$ cat src/rtl/adc_rd_pkg.sv
// Shared types for the parallel ADC host read controller.
package adc_rd_pkg;
    typedef enum logic [2:0] {
        ST_IDLE,     // no request in flight
        ST_ACQ,      // strobes high, input settling
        ST_CONV,     // cs_n and rc low: conversion start pulse
        ST_WLOW,     // waiting for busy_n to fall
        ST_WHIGH,    // waiting for busy_n to rise
        ST_RDHI,     // first (or only) read
        ST_RDLO,     // second read, byte mode only
        ST_DONE      // strobes released, result valid
    } rd_state_t;
endpackage

$ cat src/rtl/adc_rd_timer.sv
// In-state cycle counter.
// Counts cycles since the last clear and saturates at all ones.
// Assumes clr is raised on the cycle a state is left.
module adc_rd_timer #(
    parameter int CNT_W = 8
) (
    input  logic             clk,
    input  logic             rst_n,
    input  logic             clr,
    output logic [CNT_W-1:0] cnt
);
    // count up, restart on clear, hold at the ceiling
    always_ff @(posedge clk) begin
        if (!rst_n)          cnt <= '0;
        else if (clr)        cnt <= '0;
        else if (cnt != '1)  cnt <= cnt + 1'b1;
    end
endmodule

$ cat src/rtl/adc_rd_assemble.sv
// Result register.
// Loads the whole bus in word mode. In byte mode it loads the upper bus
// lane into either half of the word.
// Assumes at most one capture strobe is high in any cycle.
module adc_rd_assemble #(
    parameter int DATA_W = 16
) (
    input  logic              clk,
    input  logic              rst_n,
    input  logic              cap_word,
    input  logic              cap_hi,
    input  logic              cap_lo,
    input  logic [DATA_W-1:0] data_in,
    output logic [DATA_W-1:0] sample
);
    localparam int LANE_W = DATA_W / 2;

    logic [LANE_W-1:0] lane_up;
    assign lane_up = data_in[DATA_W-1:LANE_W];

    // capture the selected part of the bus into the result
    always_ff @(posedge clk) begin
        if (!rst_n) begin
            sample <= '0;
        end else if (cap_word) begin
            sample <= data_in;
        end else if (cap_hi) begin
            sample[DATA_W-1:LANE_W] <= lane_up;
        end else if (cap_lo) begin
            sample[LANE_W-1:0] <= lane_up;
        end
    end
endmodule

$ cat src/rtl/adc_rd_fsm.sv
// Sequencer for one conversion and read-back.
// It runs acquisition, the convert pulse, the busy handshake with a
// timeout, then one or two reads and the valid cycle.
// Assumes busy_n is synchronous to clk and every cycle parameter is >= 1.
module adc_rd_fsm
    import adc_rd_pkg::*;
#(
    parameter int ACQ_CYC     = 200,
    parameter int CONV_LO_CYC = 4,
    parameter int ACCESS_CYC  = 3,
    parameter int TIMEOUT_CYC = 2000,
    parameter int CNT_W       = 12
) (
    input  logic             clk,
    input  logic             rst_n,
    input  logic             start,
    input  logic             busy_n,
    input  logic             byte_mode,
    input  logic [CNT_W-1:0] cnt,
    output logic             cnt_clr,
    output logic             cs_n,
    output logic             rc,
    output logic             byte_sel,
    output logic             cap_word,
    output logic             cap_hi,
    output logic             cap_lo,
    output logic             sample_valid,
    output logic             timeout_err
);
    localparam logic [CNT_W-1:0] ACQ_LAST = CNT_W'(ACQ_CYC - 1);
    localparam logic [CNT_W-1:0] CNV_LAST = CNT_W'(CONV_LO_CYC - 1);
    localparam logic [CNT_W-1:0] ACC_LAST = CNT_W'(ACCESS_CYC - 1);
    localparam logic [CNT_W-1:0] TMO_LAST = CNT_W'(TIMEOUT_CYC - 1);

    rd_state_t state, state_n;
    logic      pend;
    logic      mode_q;
    logic      take;
    logic      tmo_hit;
    logic      acc_end;

    assign take    = (state == ST_IDLE) && (start || pend);
    assign acc_end = (cnt == ACC_LAST);
    assign tmo_hit = (cnt == TMO_LAST) &&
                     (((state == ST_WLOW) && busy_n) ||
                      ((state == ST_WHIGH) && !busy_n));

    // next-state selection
    always_comb begin
        state_n = state;
        unique case (state)
            ST_IDLE:  if (take) state_n = ST_ACQ;
            ST_ACQ:   if (cnt == ACQ_LAST) state_n = ST_CONV;
            ST_CONV:  if (cnt == CNV_LAST) state_n = ST_WLOW;
            ST_WLOW:  if (!busy_n) state_n = ST_WHIGH;
                      else if (tmo_hit) state_n = ST_IDLE;
            ST_WHIGH: if (busy_n) state_n = ST_RDHI;
                      else if (tmo_hit) state_n = ST_IDLE;
            ST_RDHI:  if (acc_end) state_n = mode_q ? ST_RDLO : ST_DONE;
            ST_RDLO:  if (acc_end) state_n = ST_DONE;
            ST_DONE:  state_n = ST_IDLE;
            default:  state_n = ST_IDLE;
        endcase
    end

    // state register
    always_ff @(posedge clk) begin
        if (!rst_n) state <= ST_IDLE;
        else        state <= state_n;
    end

    // remember starts that arrive while a request is in flight
    always_ff @(posedge clk) begin
        if (!rst_n)                        pend <= 1'b0;
        else if (take)                     pend <= 1'b0;
        else if (start && state != ST_IDLE) pend <= 1'b1;
    end

    // latch the read mode when a request is accepted
    always_ff @(posedge clk) begin
        if (!rst_n)    mode_q <= 1'b0;
        else if (take) mode_q <= byte_mode;
    end

    // one-cycle error pulse on a busy timeout
    always_ff @(posedge clk) begin
        if (!rst_n) timeout_err <= 1'b0;
        else        timeout_err <= tmo_hit;
    end

    // strobe and capture decode from the state register
    always_comb begin
        cnt_clr      = (state_n != state);
        cs_n         = !((state == ST_CONV) || (state == ST_RDHI) || (state == ST_RDLO));
        rc           = (state != ST_CONV);
        byte_sel     = (state == ST_RDLO);
        cap_word     = (state == ST_RDHI) && acc_end && !mode_q;
        cap_hi       = (state == ST_RDHI) && acc_end && mode_q;
        cap_lo       = (state == ST_RDLO) && acc_end;
        sample_valid = (state == ST_DONE);
    end
endmodule

$ cat src/rtl/adc_rd_ctrl.sv
// Top of the parallel ADC host read controller.
// Joins the sequencer, the in-state counter and the result register.
// Assumes DATA_W is even and busy_n is already synchronous to clk.
module adc_rd_ctrl #(
    parameter int DATA_W      = 16,
    parameter int ACQ_CYC     = 200,
    parameter int CONV_LO_CYC = 4,
    parameter int ACCESS_CYC  = 3,
    parameter int TIMEOUT_CYC = 2000
) (
    input  logic              clk,
    input  logic              rst_n,
    input  logic              start,
    input  logic              busy_n,
    input  logic              byte_mode,
    input  logic [DATA_W-1:0] data_in,
    output logic              cs_n,
    output logic              rc,
    output logic              byte_sel,
    output logic [DATA_W-1:0] sample,
    output logic              sample_valid,
    output logic              timeout_err
);
    localparam int MAX_A   = (ACQ_CYC > TIMEOUT_CYC) ? ACQ_CYC : TIMEOUT_CYC;
    localparam int MAX_B   = (CONV_LO_CYC > ACCESS_CYC) ? CONV_LO_CYC : ACCESS_CYC;
    localparam int MAX_CYC = (MAX_A > MAX_B) ? MAX_A : MAX_B;
    localparam int CNT_W   = $clog2(MAX_CYC + 1) + 1;

    logic [CNT_W-1:0] cnt;
    logic             cnt_clr;
    logic             cap_word, cap_hi, cap_lo;

    adc_rd_timer #(.CNT_W(CNT_W)) u_timer (
        .clk   (clk),
        .rst_n (rst_n),
        .clr   (cnt_clr),
        .cnt   (cnt)
    );

    adc_rd_fsm #(
        .ACQ_CYC     (ACQ_CYC),
        .CONV_LO_CYC (CONV_LO_CYC),
        .ACCESS_CYC  (ACCESS_CYC),
        .TIMEOUT_CYC (TIMEOUT_CYC),
        .CNT_W       (CNT_W)
    ) u_fsm (
        .clk          (clk),
        .rst_n        (rst_n),
        .start        (start),
        .busy_n       (busy_n),
        .byte_mode    (byte_mode),
        .cnt          (cnt),
        .cnt_clr      (cnt_clr),
        .cs_n         (cs_n),
        .rc           (rc),
        .byte_sel     (byte_sel),
        .cap_word     (cap_word),
        .cap_hi       (cap_hi),
        .cap_lo       (cap_lo),
        .sample_valid (sample_valid),
        .timeout_err  (timeout_err)
    );

    adc_rd_assemble #(.DATA_W(DATA_W)) u_asm (
        .clk      (clk),
        .rst_n    (rst_n),
        .cap_word (cap_word),
        .cap_hi   (cap_hi),
        .cap_lo   (cap_lo),
        .data_in  (data_in),
        .sample   (sample)
    );
endmodule

$ cat config.mk
export PLATFORM = sky130hd
export DESIGN_NAME = adc_rd_ctrl
export DESIGN_NICKNAME = d
export VERILOG_FILES = /design/src/rtl/adc_rd_pkg.sv /design/src/rtl/adc_rd_timer.sv /design/src/rtl/adc_rd_assemble.sv /design/src/rtl/adc_rd_fsm.sv /design/src/rtl/adc_rd_ctrl.sv
export SDC_FILE = /design/constraint.sdc
export NUM_CORES = 1
export LEC_CHECK = 0
export BUFFER_PORTS_ARGS = -buffer_cell sky130_fd_sc_hd__clkbuf_2
export CAP_MARGIN = 15
export CORE_MARGIN = 1.5
export CORE_UTILIZATION = 45
export DETAILED_ROUTE_END_ITERATION = 8
export PLACE_DENSITY = 0.73
export SYNTH_ARGS = -nofsm -noshare
export SYNTH_HDL_FRONTEND = slang
export SYNTH_SLANG_ARGS = --single-unit
$ cat constraint.sdc
create_clock -name clk -period 4.4 [get_ports clk]
set_input_delay 0.22 -clock clk [delete_from_list [all_inputs] [get_ports clk]]
set_output_delay 0.22 -clock clk [all_outputs]
set_load 0.005 [all_outputs]
==> metrics.txt <==
CP peak stage delay 0.86 ns; status finished, final reports clean; area grow syn2layout 18.9%; filler cell count approximately 360; Worst Setup End Kind flop; Total Wirelength roughly 3.8 mm; Via density 5.54; Clock Skew between 0.015 and 0.02 ns; DRC 0; number of hold buffers added after CTS 0; core area 3740 um^2; GRT overflow 0; reg-to-reg startpoint u_timer.cnt[10]; Tmin final 2.64 ns; Post-synth EDFFs 0; vias in the first global route between 1000 and 1500; prevailing post-synth register cell dfxtp_1; top cells by area, synth dfxtp_1, mux2i_1, nor2_1; Synth top area share 0.381; Seq/Total Area, Yosys 0.381; Worst Setup SP u_timer.cnt[10]; DPL Wire Length roughly 2.7 mm; Setup CP Type reg2reg; synth warn 0; vias about 1600; XOR/XNOR Fraction of Synth Area 0.00981; # rows 22; area leader, netlist dfxtp_1; #FFs+latches synth 34; maximum fanout along the worst path 12; CTS tree built; pwr dens around 330 nW/um^2; CTS root buffer clkbuf_8; layout cell share with drive strength beyond 1 0.228; 1st-pass router iterations 4; Iter 0 DRT Violations just under 100; Cell Area, Placed roughly 2000 um^2; Setup TNS 0 ns; Skew-Pair Late Insertion Delay approximately 0.3 ns; mux contribution to synthesized area 0.113; CP startpoint kind flop; Worst Max-Slew Pin Slew slightly above 1 ns; CTS buffer count 5; DR WL/cell approximately 13 um; Synth top cells by count dfxtp_1, nor2_1, mux2i_1; area of the mapped netlist 1790 um^2; Ports 42; setup bufs post-CTS 0; Pleak about 1 nW; deepest clock path buffer count 2; pin count of the biggest net entering global routing 19; CP required approximately 4.5 ns; Slew headroom 0.315; Setup violations, final 0; gp weighted congestion approximately 0.81; CTS sink count 34; hold crit path type in2reg; RSZ-0062 raised after global routing no; FFs w/ async S/R, synth 0; diode count 0; Tot GR Track Use 0.188; Buf/Inv on CP 0; starting density of the core 0.477; maxcap violations 0; hold wc startpoint data_in[10]; Clock Pin Slew Worst Setup and Hold Paths roughly 0.080 ns; critical path's slowest cell o2111ai_1; Worst EP arrival 2.78 ns; initial antenna violation count 0; post-synthesis area per instance 8.50 um^2; die height 66.0 um; Final Hold Viols 0; I/O Buffers between 40 and 50; FF/Latch Area 681 um^2; maximum clock frequency between 300 and 400 MHz; CTS H-tree lvls 2; Synth Area in Compound Gates 0.158; post-layout instance area between 2000 and 2500 um^2; maximum vdd ir drop 0.207 mV; adder-cell area share of the yosys netlist 0.0140; Die Area 4350 um^2; Cells after Synth 210; most frequent cell after synthesis dfxtp_1; synth unique cells 45; largest family of logic cells by synthesized area simple AND/OR/NAND/NOR gates; total power approximately 0.0007 W; Tcrit/Tclk final 0.599; first-pass GRT wire length 6.31 mm; CTS resizes 0; Largest delay share family, worst path simple AND/OR/NAND/NOR gates; Max Slew Vio Count 0; Synth Net Count between 200 and 250; Die X about 66 um; Detail Route Antenna Nets 0; NumNets Final about 270; ordered cell list for the critical path or4_4, nor4_4, a311oi_1, o2111ai_1, nor3_1; footprint of the multi-input gates ~1000 um^2; simple logic cell fraction of the synthesized area 0.273
[stage by stage]
step	hold slack [ns]	utilization	setup WS, ns	instances
after CTS	0.167	0.567	1.76	294
after global placement	0.456	0.530	1.82	286
final	0.171	0.567	1.76	294
after floorplan	0.348	-	2.39	210
after global routing	0.181	0.567	1.50	294
after detailed placement	0.456	0.530	1.75	286
[final timing paths]
kind | endpoint | slack [ns] | cells after the start
max | u_timer.cnt[10] | 1.76 | 5
min | u_asm.sample[10] | 0.17 | 3
max reg2reg | u_timer.cnt[10] | 1.76 | 5
min reg2reg | u_asm.sample[5] | 0.46 | 2
[kinds of logic after synthesis]
group	after synthesis
and+or+nand+nor	87
buffers and inverters	20
xor gates and xnor gates	2
adders and majority gates	2
DFF	34
muxes	20
AOI/OAI and AO/OA	45
[flip-flops by register name, indices dropped and copies added, names as in the netlist]
signal,cells
u_asm.sample,16
u_fsm.mode_q,1
u_fsm.pend,1
u_fsm.state,3
u_fsm.timeout_err,1
u_timer.cnt,12
[report_power, final]
group | switching (W) | leakage (nW) | internal, W
logic | 0.0000213 | 0.630 | 0.0000180
clock network | 0.000125 | 0.0683 | 0.000227
registers | 0.00000756 | 0.275 | 0.000311
[per-layer routing]
layer  GRT usage  wire length [um]  vias up
li1            -                 -      839
met1       0.248              1840      750
met2       0.285              1710       31
met3      0.0477               178        8
met4      0.0918                77        0
met5           0                 0        -
[final cells by class]
type,count,area share
repair buffers,41,0.0966
well taps,48,0.0283
multi-input cells,156,0.477
inverters,7,0.0124
clock buffers,5,0.0324
flip-flops and latches,34,0.321
clock inverters,3,0.0324
[tightest hold or removal path, stage by stage]
cell and delay [ns]:
clkbuf_2 0.09, mux2i_1 0.06, nor2_1 0.07
[cell usage in the layout (no fill, tap or decap), types with 2 or more instances in the layout]
| cell type | count |
|---|---|
| a211oi_1 | 4 |
| a21oi_1 | 11 |
| a31oi_1 | 7 |
| and2_1 | 4 |
| and3_1 | 4 |
| and4_1 | 3 |
| bufinv_16 | 2 |
| clkbuf_2 | 41 |
| clkbuf_8 | 5 |
| dfxtp_1 | 34 |
| ha_1 | 2 |
| inv_1 | 7 |
| mux2i_1 | 19 |
| nand2_1 | 12 |
| nand2b_1 | 3 |
| nand3_1 | 9 |
| nand4_1 | 6 |
| nor2_1 | 23 |
| nor2b_1 | 7 |
| nor3_1 | 4 |
| nor4_1 | 2 |
| nor4b_1 | 2 |
| o2111ai_1 | 2 |
| o21ai_0 | 13 |
No activity file was read; power rests on OpenSTA's default activity.
